**config.mk**
```make
export PLATFORM = sky130hd
export DESIGN_NAME = macrocell_bank
export DESIGN_NICKNAME = d
export VERILOG_FILES = /design/src/rtl/olmc_pkg.sv /design/src/rtl/olmc_sop.sv /design/src/rtl/olmc_fbsel.sv /design/src/rtl/olmc_cell.sv /design/src/rtl/macrocell_bank.sv
export SDC_FILE = /design/constraint.sdc
export NUM_CORES = 1
export LEC_CHECK = 0
export ABC_CLOCK_PERIOD_IN_PS = 4700
export BUFFER_PORTS_ARGS = -buffer_cell sky130_fd_sc_hd__buf_2
export CAP_MARGIN = 20
export CORE_ASPECT_RATIO = 1.1
export CORE_MARGIN = 2
export CORE_UTILIZATION = 41
export CTS_CLUSTER_DIAMETER = 60
export CTS_CLUSTER_SIZE = 30
export DETAILED_ROUTE_END_ITERATION = 7
export PLACE_DENSITY = 0.87
export SETUP_SLACK_MARGIN = 0.2
export SYNTH_ARGS = -nofsm -noshare
export SYNTH_HDL_FRONTEND = slang
export SYNTH_SLANG_ARGS = --single-unit
```
**constraint.sdc**
```tcl
create_clock -name clk_i -period 4.7 [get_ports clk_i]
set_input_delay 0.94 -clock clk_i [delete_from_list [all_inputs] [get_ports clk_i]]
set_output_delay 0.94 -clock clk_i [all_outputs]
set_load 0.01 [all_outputs]
```
**src/rtl/olmc_pkg.sv**
```systemverilog
package olmc_pkg;

  typedef enum logic [2:0] {
    CM_REG,
    CM_COMB_OUT,
    CM_COMB_IO,
    CM_DED_IN,
    CM_RSVD
  } cell_mode_e;

  typedef enum logic [1:0] {
    FB_FLOP,
    FB_PIN,
    FB_ADJ,
    FB_ZERO
  } fb_src_e;

  function automatic cell_mode_e decode_mode(input logic g0, input logic g1, input logic l0);
    cell_mode_e m;
    case ({g0, g1, l0})
      3'b010:         m = CM_REG;
      3'b011, 3'b111: m = CM_COMB_IO;
      3'b100:         m = CM_COMB_OUT;
      3'b101:         m = CM_DED_IN;
      default:        m = CM_RSVD;
    endcase
    return m;
  endfunction

endpackage

```
**src/rtl/olmc_sop.sv**
```systemverilog
module olmc_sop #(
  parameter int TERMS = 8
) (
  input  logic [TERMS-1:0] terms_i,
  input  logic             use_last_i,
  input  logic             pol_i,
  output logic             data_o,
  output logic             en_term_o
);
  localparam int LAST = TERMS - 1;

  logic sum;

  assign sum       = (|terms_i[LAST-1:0]) | (use_last_i & terms_i[LAST]);
  assign data_o    = sum ^ ~pol_i;
  assign en_term_o = terms_i[LAST];

endmodule

```
**src/rtl/olmc_fbsel.sv**
```systemverilog
module olmc_fbsel
  import olmc_pkg::*;
#(
  parameter bit IS_END = 1'b0,
  parameter bit IS_MID = 1'b0
) (
  input  cell_mode_e mode_i,
  input  logic       g0_i,
  input  logic       l0_i,
  output fb_src_e    src_o
);
  always_comb begin
    src_o = FB_ZERO;
    if (mode_i == CM_RSVD) begin
      src_o = FB_ZERO;
    end else if (IS_END) begin
      // end cells: global0 steers the feedback choice
      if (g0_i)      src_o = FB_ADJ;
      else if (l0_i) src_o = FB_PIN;
      else           src_o = FB_FLOP;
    end else begin
      case (mode_i)
        CM_REG:      src_o = FB_FLOP;
        CM_COMB_IO:  src_o = FB_PIN;
        CM_COMB_OUT: src_o = IS_MID ? FB_ZERO : FB_ADJ;
        CM_DED_IN:   src_o = FB_ADJ;
        default:     src_o = FB_ZERO;
      endcase
    end
  end

endmodule

```
**src/rtl/olmc_cell.sv**
```systemverilog
module olmc_cell
  import olmc_pkg::*;
#(
  parameter int TERMS  = 8,
  parameter bit IS_END = 1'b0,
  parameter bit IS_MID = 1'b0
) (
  input  logic             clk_i,
  input  logic             rst_ni,
  input  logic             g0_i,
  input  logic             g1_i,
  input  logic             sel_i,
  input  logic             pol_i,
  input  logic [TERMS-1:0] terms_i,
  input  logic             oe_i,
  input  logic             pin_in_i,
  input  logic             adj_i,
  input  logic             pre_en_i,
  input  logic             pre_data_i,
  output logic             pin_o,
  output logic             pin_oe_o,
  output logic             fb_o
);
  cell_mode_e mode;
  fb_src_e    fb_src;
  logic       data;
  logic       en_term;
  logic       q_q;

  assign mode = decode_mode(g0_i, g1_i, sel_i);

  olmc_sop #(.TERMS(TERMS)) i_sop (
    .terms_i    (terms_i),
    .use_last_i (mode != CM_COMB_IO),
    .pol_i      (pol_i),
    .data_o     (data),
    .en_term_o  (en_term)
  );

  olmc_fbsel #(.IS_END(IS_END), .IS_MID(IS_MID)) i_fbsel (
    .mode_i (mode),
    .g0_i   (g0_i),
    .l0_i   (sel_i),
    .src_o  (fb_src)
  );

  // flop holds the complement of the registered pin level
  always_ff @(posedge clk_i or negedge rst_ni) begin
    if (!rst_ni)       q_q <= 1'b0;
    else if (pre_en_i) q_q <= ~pre_data_i;
    else               q_q <= ~data;
  end

  assign pin_o = (mode == CM_REG) ? ~q_q : data;

  always_comb begin
    case (mode)
      CM_REG:      pin_oe_o = oe_i;
      CM_COMB_OUT: pin_oe_o = 1'b1;
      CM_COMB_IO:  pin_oe_o = en_term;
      default:     pin_oe_o = 1'b0;
    endcase
  end

  always_comb begin
    case (fb_src)
      FB_FLOP: fb_o = q_q;
      FB_PIN:  fb_o = pin_in_i;
      FB_ADJ:  fb_o = adj_i;
      default: fb_o = 1'b0;
    endcase
  end


  reg_follow_chk: assert property (@(posedge clk_i) disable iff (!rst_ni)
    (mode == CM_REG && $past(rst_ni) && !$past(pre_en_i)) |-> (pin_o == $past(data)));


  preload_chk: assert property (@(posedge clk_i) disable iff (!rst_ni)
    ($past(rst_ni) && $past(pre_en_i) && mode == CM_REG) |-> (pin_o == $past(pre_data_i)));


  reset_level_chk: assert property (@(posedge clk_i) disable iff (!rst_ni)
    ($rose(rst_ni) && mode == CM_REG) |-> pin_o);


  no_drive_chk: assert property (@(posedge clk_i) disable iff (!rst_ni)
    (mode == CM_DED_IN || mode == CM_RSVD) |-> !pin_oe_o);


  rsvd_fb_chk: assert property (@(posedge clk_i) disable iff (!rst_ni)
    (mode == CM_RSVD) |-> !fb_o);

endmodule

```
**src/rtl/macrocell_bank.sv**
```systemverilog
module macrocell_bank #(
  parameter int NUM_CELLS = 8,
  parameter int TERMS     = 8
) (
  input  logic                           clk_i,
  input  logic                           rst_ni,
  input  logic                           glb0_i,
  input  logic                           glb1_i,
  input  logic [NUM_CELLS-1:0]           cell_sel_i,
  input  logic [NUM_CELLS-1:0]           cell_pol_i,
  input  logic [NUM_CELLS*TERMS-1:0]     pterm_i,
  input  logic                           oe_i,
  input  logic                           clk_pin_i,
  input  logic [NUM_CELLS-1:0]           pin_in_i,
  input  logic                           pre_en_i,
  input  logic [NUM_CELLS-1:0]           pre_data_i,
  output logic [NUM_CELLS-1:0]           pin_o,
  output logic [NUM_CELLS-1:0]           pin_oe_o,
  output logic [NUM_CELLS-1:0]           fb_o
);
  localparam int MID_LO = NUM_CELLS / 2 - 1;
  localparam int MID_HI = NUM_CELLS / 2;
  localparam int LAST   = NUM_CELLS - 1;

  for (genvar k = 0; k < NUM_CELLS; k++) begin : g_cell
    localparam bit IS_END = (k == 0) || (k == LAST);
    localparam bit IS_MID = (k == MID_LO) || (k == MID_HI);

    logic adj;

    if (k == 0) begin : g_adj_first
      assign adj = oe_i;
    end else if (k == LAST) begin : g_adj_last
      assign adj = clk_pin_i;
    end else if (k < MID_HI) begin : g_adj_lo
      assign adj = pin_in_i[k-1];
    end else begin : g_adj_hi
      assign adj = pin_in_i[k+1];
    end

    olmc_cell #(
      .TERMS  (TERMS),
      .IS_END (IS_END),
      .IS_MID (IS_MID)
    ) i_cell (
      .clk_i      (clk_i),
      .rst_ni     (rst_ni),
      .g0_i       (glb0_i),
      .g1_i       (glb1_i),
      .sel_i      (cell_sel_i[k]),
      .pol_i      (cell_pol_i[k]),
      .terms_i    (pterm_i[k*TERMS +: TERMS]),
      .oe_i       (oe_i),
      .pin_in_i   (pin_in_i[k]),
      .adj_i      (adj),
      .pre_en_i   (pre_en_i),
      .pre_data_i (pre_data_i[k]),
      .pin_o      (pin_o[k]),
      .pin_oe_o   (pin_oe_o[k]),
      .fb_o       (fb_o[k])
    );
  end

endmodule

```
* After elaboration in Yosys (flattened, before gate mapping)
Index checks and enable logic that the tools add are counted.
Cells by class: equality and inequality tests 94, muxes and demuxes 58, bitwise logic cells 56, reductions and logical operators 36
Operators by type and width (count):
- $eq 3x3->1 const B | 32
- $pmux 3 s4 | 8
- $eq 3x2->1 const B | 30
- $reduce_or 7->1 | 8
- $pmux 1 s3 | 16
- $pmux 2 s3 | 6
- $not 1->1 | 32
- $eq 3x1->1 const B | 8
- $logic_not 3->1 | 8
- $ne 3x2->1 const B | 8
- $reduce_or 2->1 | 12
- $mux 2 | 10
- $mux 1 | 18
- $eq 2x1->1 const B | 8
- $eq 2x2->1 const B | 8
- $logic_not 2->1 | 8
- $and 1x1->1 | 8
- $or 1x1->1 | 8
- $xor 1x1->1 | 8
Storage, ports and cells: bits in registers 8, bits of input ports 103, output and inout port bits 24, word-level logic and storage cells 252

* Logic depth before layout (Yosys ltp)
depth after elaboration 9, mapped depth 6, depth with buffers taken out 3

* Cells and area by module
Synthesis repeated with hierarchy kept, for this count alone.
Second synthesis, totals: cells, all modules 204, area, all modules 1674.1 um^2
By module, submodules not included:
- olmc_cell | times used 8, cells each 16, area each 143.9 um^2, seq. area each 25.0 um^2
- olmc_sop | times used 8, cells each 6, area each 42.5 um^2, seq. area each 0.0 um^2
- olmc_fbsel at g_cell[0].i_cell.i_fbsel ... | times used 2, cells each 5, area each 35.0 um^2, seq. area each 0.0 um^2
- olmc_fbsel at g_cell[1].i_cell.i_fbsel ... | times used 4, cells each 3, area each 17.5 um^2, seq. area each 0.0 um^2
- olmc_fbsel at g_cell[3].i_cell.i_fbsel ... | times used 2, cells each 3, area each 21.3 um^2, seq. area each 0.0 um^2

* Worst setup path after synthesis
OpenSTA, ideal clock, no wires.
kind input-to-output, start input port pterm_i[1], end output port pin_o[0], arrival time 2174 ps, required time 3760 ps, slack 1586 ps, cell stages on the path 4, path buffers 1, cell sequence or4_4 > or4_4 > a31oi_1 > buf_4
On the way: word-level cells in the longest chain between the ends 4
Ends and longest elaborated chain:
- from (decl) | RTL line macrocell_bank.sv:11 | input logic [NUM_CELLS*TERMS-1:0] pterm_i,
- $reduce_or 7->1 | RTL line olmc_sop.sv:14 | assign sum = (|terms_i[LAST-1:0]) | (use_last_i & terms_i[LAST]);
- $or 1x1->1 | RTL line olmc_sop.sv:14
- $xor 1x1->1 | RTL line olmc_sop.sv:15 | assign data_o = sum ^ ~pol_i;
- $mux 1 | RTL line olmc_cell.sv:54 | assign pin_o = (mode == CM_REG) ? ~q_q : data;
- to (decl) | RTL line macrocell_bank.sv:17 | output logic [NUM_CELLS-1:0] pin_o,
No other way between the ends.

* Worst setup path after layout
start input port glb1_i, end output port pin_o[4]
On the way: word-level cells in the longest chain between the ends 8, elaborated cells on any way between the ends 13, classes of those cells eq/ne (6); mux (2); bitwise (3); reduce/logical (2)
Ends and longest elaborated chain:
- from (decl) | RTL line macrocell_bank.sv:8 | input logic glb1_i,
- $eq 3x2->1 / $eq 3x3->1 (equally long branches) | RTL line olmc_pkg.sv:20 | case ({g0, g1, l0})
- $reduce_or 2->1 | RTL line olmc_pkg.sv:20
- $pmux 3 s4 (*) | RTL line olmc_pkg.sv:20
- $ne 3x2->1 | RTL line olmc_cell.sv:34 | .use_last_i (mode != CM_COMB_IO),
- $and 1x1->1 | RTL line olmc_sop.sv:14
- $or 1x1->1 | RTL line olmc_sop.sv:14
- $xor 1x1->1 | RTL line olmc_sop.sv:15
- $mux 1 (*) | RTL line olmc_cell.sv:54
Mark *: on every way between the ends. The rest lies on a longest branch, timed or not.

==> results by group <==
Power and ir drop
  • Sw frac: 35.2%
  • P per Cell Area: 142 nW/um^2
  • Register share of total power: 29.1%
  • Pint: 172 uW
  • Comb power frac: roughly half
  • VDD IR max: 0.0658 mV
  • Sw Pwr: 93.1 uW
  • Clk network pwr share: around a fifth
  • Static Leak: about 0.88 nW

Timing
  • Slew @ Worst Pin: 640 ps
  • Fmax: 302 MHz
  • Fin crit share: between 70 and 80%
  • Tmin final: between 3000 and 4000 ps
  • Hold_ws: 534 ps
  • Post-Route Setup TNS: 0 ps
  • PnR worst setup slack: 1390 ps
  • Setup violations, final: 0
  • Hold Vio Cnt, Final: 0
  • Slew Viols, Final: 0
  • Slew headroom: 57.3%
  • RSZ-0062 raised after global routing: no

Global routing
  • Largest net degree at the start of global routing: 21
  • GR Overflow Total: 0
  • First-pass GRT wire length: 6.02 mm
  • Initial antenna violation count: 0
  • Vias in the first global route: about 1500
  • GRT Util Overall: between 10% and 20%

Floorplan
  • Die footprint: 3930 um^2
  • Die X: 60.0 um
  • Die Y: 65.6 um
  • Std-Cell Core Area: 3330 um^2
  • Cell Rows: 22
  • Boundary pin count: 127
  • Starting Density: 42.4%

Drt
  • Routed length per instance: 12.4 um
  • Final wirelength: 4.06 mm
  • Via/cell ratio: 5.31
  • First-pass DRT Iterations: 4
  • Drt initial violations: 58
  • Via count: around 1700
  • Remaining antenna violation count after routing: 0
  • Residual DRC: 0

Setup path
  • Cell family with most CP delay: simple AND/OR/NAND/NOR gates
  • Crit path DAT: 2370 ps
  • Critical-path cell list: buf_2, nand2b_1, or2_2, a31oi_1, buf_2
  • Critical Path Fanout Max: 20
  • CP dominant cell by count: buf_2
  • Worst path required time: 3760 ps
  • Buf/Inv on CP: 2
  • Worst setup SP type: input pin
  • Worst path slowest cell: nand2b_1
  • Crit. End Element: output pin
  • Slowest cell delay on critical path: 430 ps
  • CP Class: in -> out

Synth
  • Netlist cell types: 29
  • Post-Synth Adder-Cell Area: 0%
  • Mapped Area: ~1400 um^2
  • Post-synthesis sequential area ratio: 14.2%
  • Synth Area in Compound Gates: 31.9%
  • Synth Area in XOR/XNOR: 0%
  • Largest family of logic cells by synthesized area: simple AND/OR/NAND/NOR gates
  • Syn nets: 285
  • Yosys warnings: 0
  • Yosys reg bits: 8
  • Post-Synthesis Cells: 182
  • Post-synthesis mux area share: 1.42%
  • Mapped Avg Cell Area: roughly 7.8 um^2
  • Simple-Gate Fraction of Synth Area: 33.6%

Placement
  • Gpl congestion: 0.820
  • Placed Cells: 323
  • Pre-CTS WS: 1380 ps
  • Port buffer count: 126

Cells and area
  • Final std cells w/o fill: roughly 330
  • Register Area: 200 um^2
  • Largest regs: g_cell.i_cell.q_q: 8 flops
  • ANT cells: 0
  • Fill cell count: 350
  • Layout cells sized above 1: 54.0%
  • Multi-input logic area: 945 um^2
  • Max FFs per register: 8
  • Top reg by flops: g_cell.i_cell.q_q
  • Area growth syn-to-layout: 32.1%
  • # nets final: 383

CTS
  • Clock buffer count from CTS: 3
  • # Post-CTS Setup Buffers: 0
  • CTS clk-pin slew, worst paths: around 60 ps
  • Hold buffer count at cts: 0
  • Clock sink total: 8
  • Post_cts resized: 0
  • Longest Clk Path Bufs: 2
  • Root Buffer: clkbuf_4
  • Clock H-tree levels: 1
  • CTS tree: built

Run status
  • Outcome: complete, no violations

Flow run
  • Max Cap Violations: 0

Min path
  • Worst min-delay path category: in -> async
## stage by stage
stage	cell area [um^2]	utilization, %	total power [mW]
after global placement	1840	55.3	0.210
after global routing	1870	56.0	0.288
after detailed placement	1840	55.3	0.213
after floorplan	1410	-	0.168
final	1870	56.0	0.265
after CTS	1870	56.0	0.270
## path summary, 6_finish.rpt
path                          startpoint                        endpoint  slack, ps  cells past startpoint
max                               glb1_i                        pin_o[4]       1390                      5
min                               rst_ni  g_cell[0].i_cell.q_q$_DFF_PN0_        530                      1
max in group asynchronous         rst_ni  g_cell[2].i_cell.q_q$_DFF_PN0_       3980                      1
min in group clk_i         pre_data_i[7]  g_cell[7].i_cell.q_q$_DFF_PN0_        990                      3
## logic make-up (layout without fill, tap and decap cells)
kind of cell	count (synthesis)	after routing
and+or+nand+nor	73	73
AOI/OAI and AO/OA	64	64
buffers and inverters	35	131
DFF	8	8
muxes	2	2
## cells in the mapped netlist
library cell / count / area [um^2]
or2_1: 4 / 25.0
a21boi_0: 8 / 60.1
or2_2: 4 / 25.0
or3_1: 8 / 50.1
o21ai_0: 7 / 35.0
a31oi_1: 8 / 50.1
mux2i_1: 2 / 20.0
buf_6: 1 / 11.3
o2bb2ai_1: 7 / 61.3
nor2_1: 15 / 56.3
nand2b_1: 2 / 12.5
buf_4: 24 / 180
a22oi_1: 6 / 45.0
dlygate4sd1_1: 1 / 8.76
inv_1: 1 / 3.75
nand2_1: 13 / 48.8
inv_2: 1 / 3.75
o31ai_1: 8 / 60.1
a31o_1: 8 / 70.1
o211ai_1: 2 / 15.0
clkbuf_1: 4 / 15.0
nor3b_1: 8 / 60.1
or4_4: 16 / 180
o21ai_1: 9 / 45.0
nor2b_1: 1 / 6.26
buf_8: 3 / 45.0
nand3_1: 2 / 10.0
dfrtp_1: 8 / 200
a22o_1: 1 / 8.76
## metal layers
metal | up-vias | routed length [um] | global-route usage, %
met5 | - | 0 | 0
met4 | 0 | 63 | 6.67
met3 | 6 | 364 | 5.12
met2 | 84 | 2030 | 34.9
met1 | 779 | 1600 | 22.6
li1 | 863 | - | -
## area by class of cell
class | count | area share, %
Tap cell | 48 | 3.22
Timing Repair Buffer | 126 | 33.8
Multi-Input combinational cell | 139 | 50.6
Sequential cell | 8 | 10.7
Clock buffer | 3 | 1.21
Inverter | 2 | 0.402
## power by group through the flow
stage / registers [mW] / clock network, mW / logic (mW)
CTS: 0.0771 / 0.0577 / 0.135
floorplan: 0.0771 / 0 / 0.0904
global route: 0.0776 / 0.0623 / 0.149
detailed placement: 0.0784 / 0 / 0.135
finish: 0.0770 / 0.0538 / 0.134
global placement: 0.0780 / 0 / 0.132
## placed cells by master (no fill, tap or decap)
cell type,count
mux2i_1,2
inv_1,1
inv_2,1
a21boi_0,8
o21ai_0,7
o21ai_1,9
or3_1,8
or2_1,4
buf_2,126
o2bb2ai_1,7
a22oi_1,6
a31oi_1,8
dfrtp_1,8
or4_4,16
nor2b_1,1
nand2b_1,2
clkbuf_4,3
nand3_1,2
a22o_1,1
nor2_1,15
nand2_1,13
o211ai_1,2
o31ai_1,8
nor3b_1,8
or2_2,4
a31o_1,8
No activity file was read; power rests on OpenSTA's default activity.
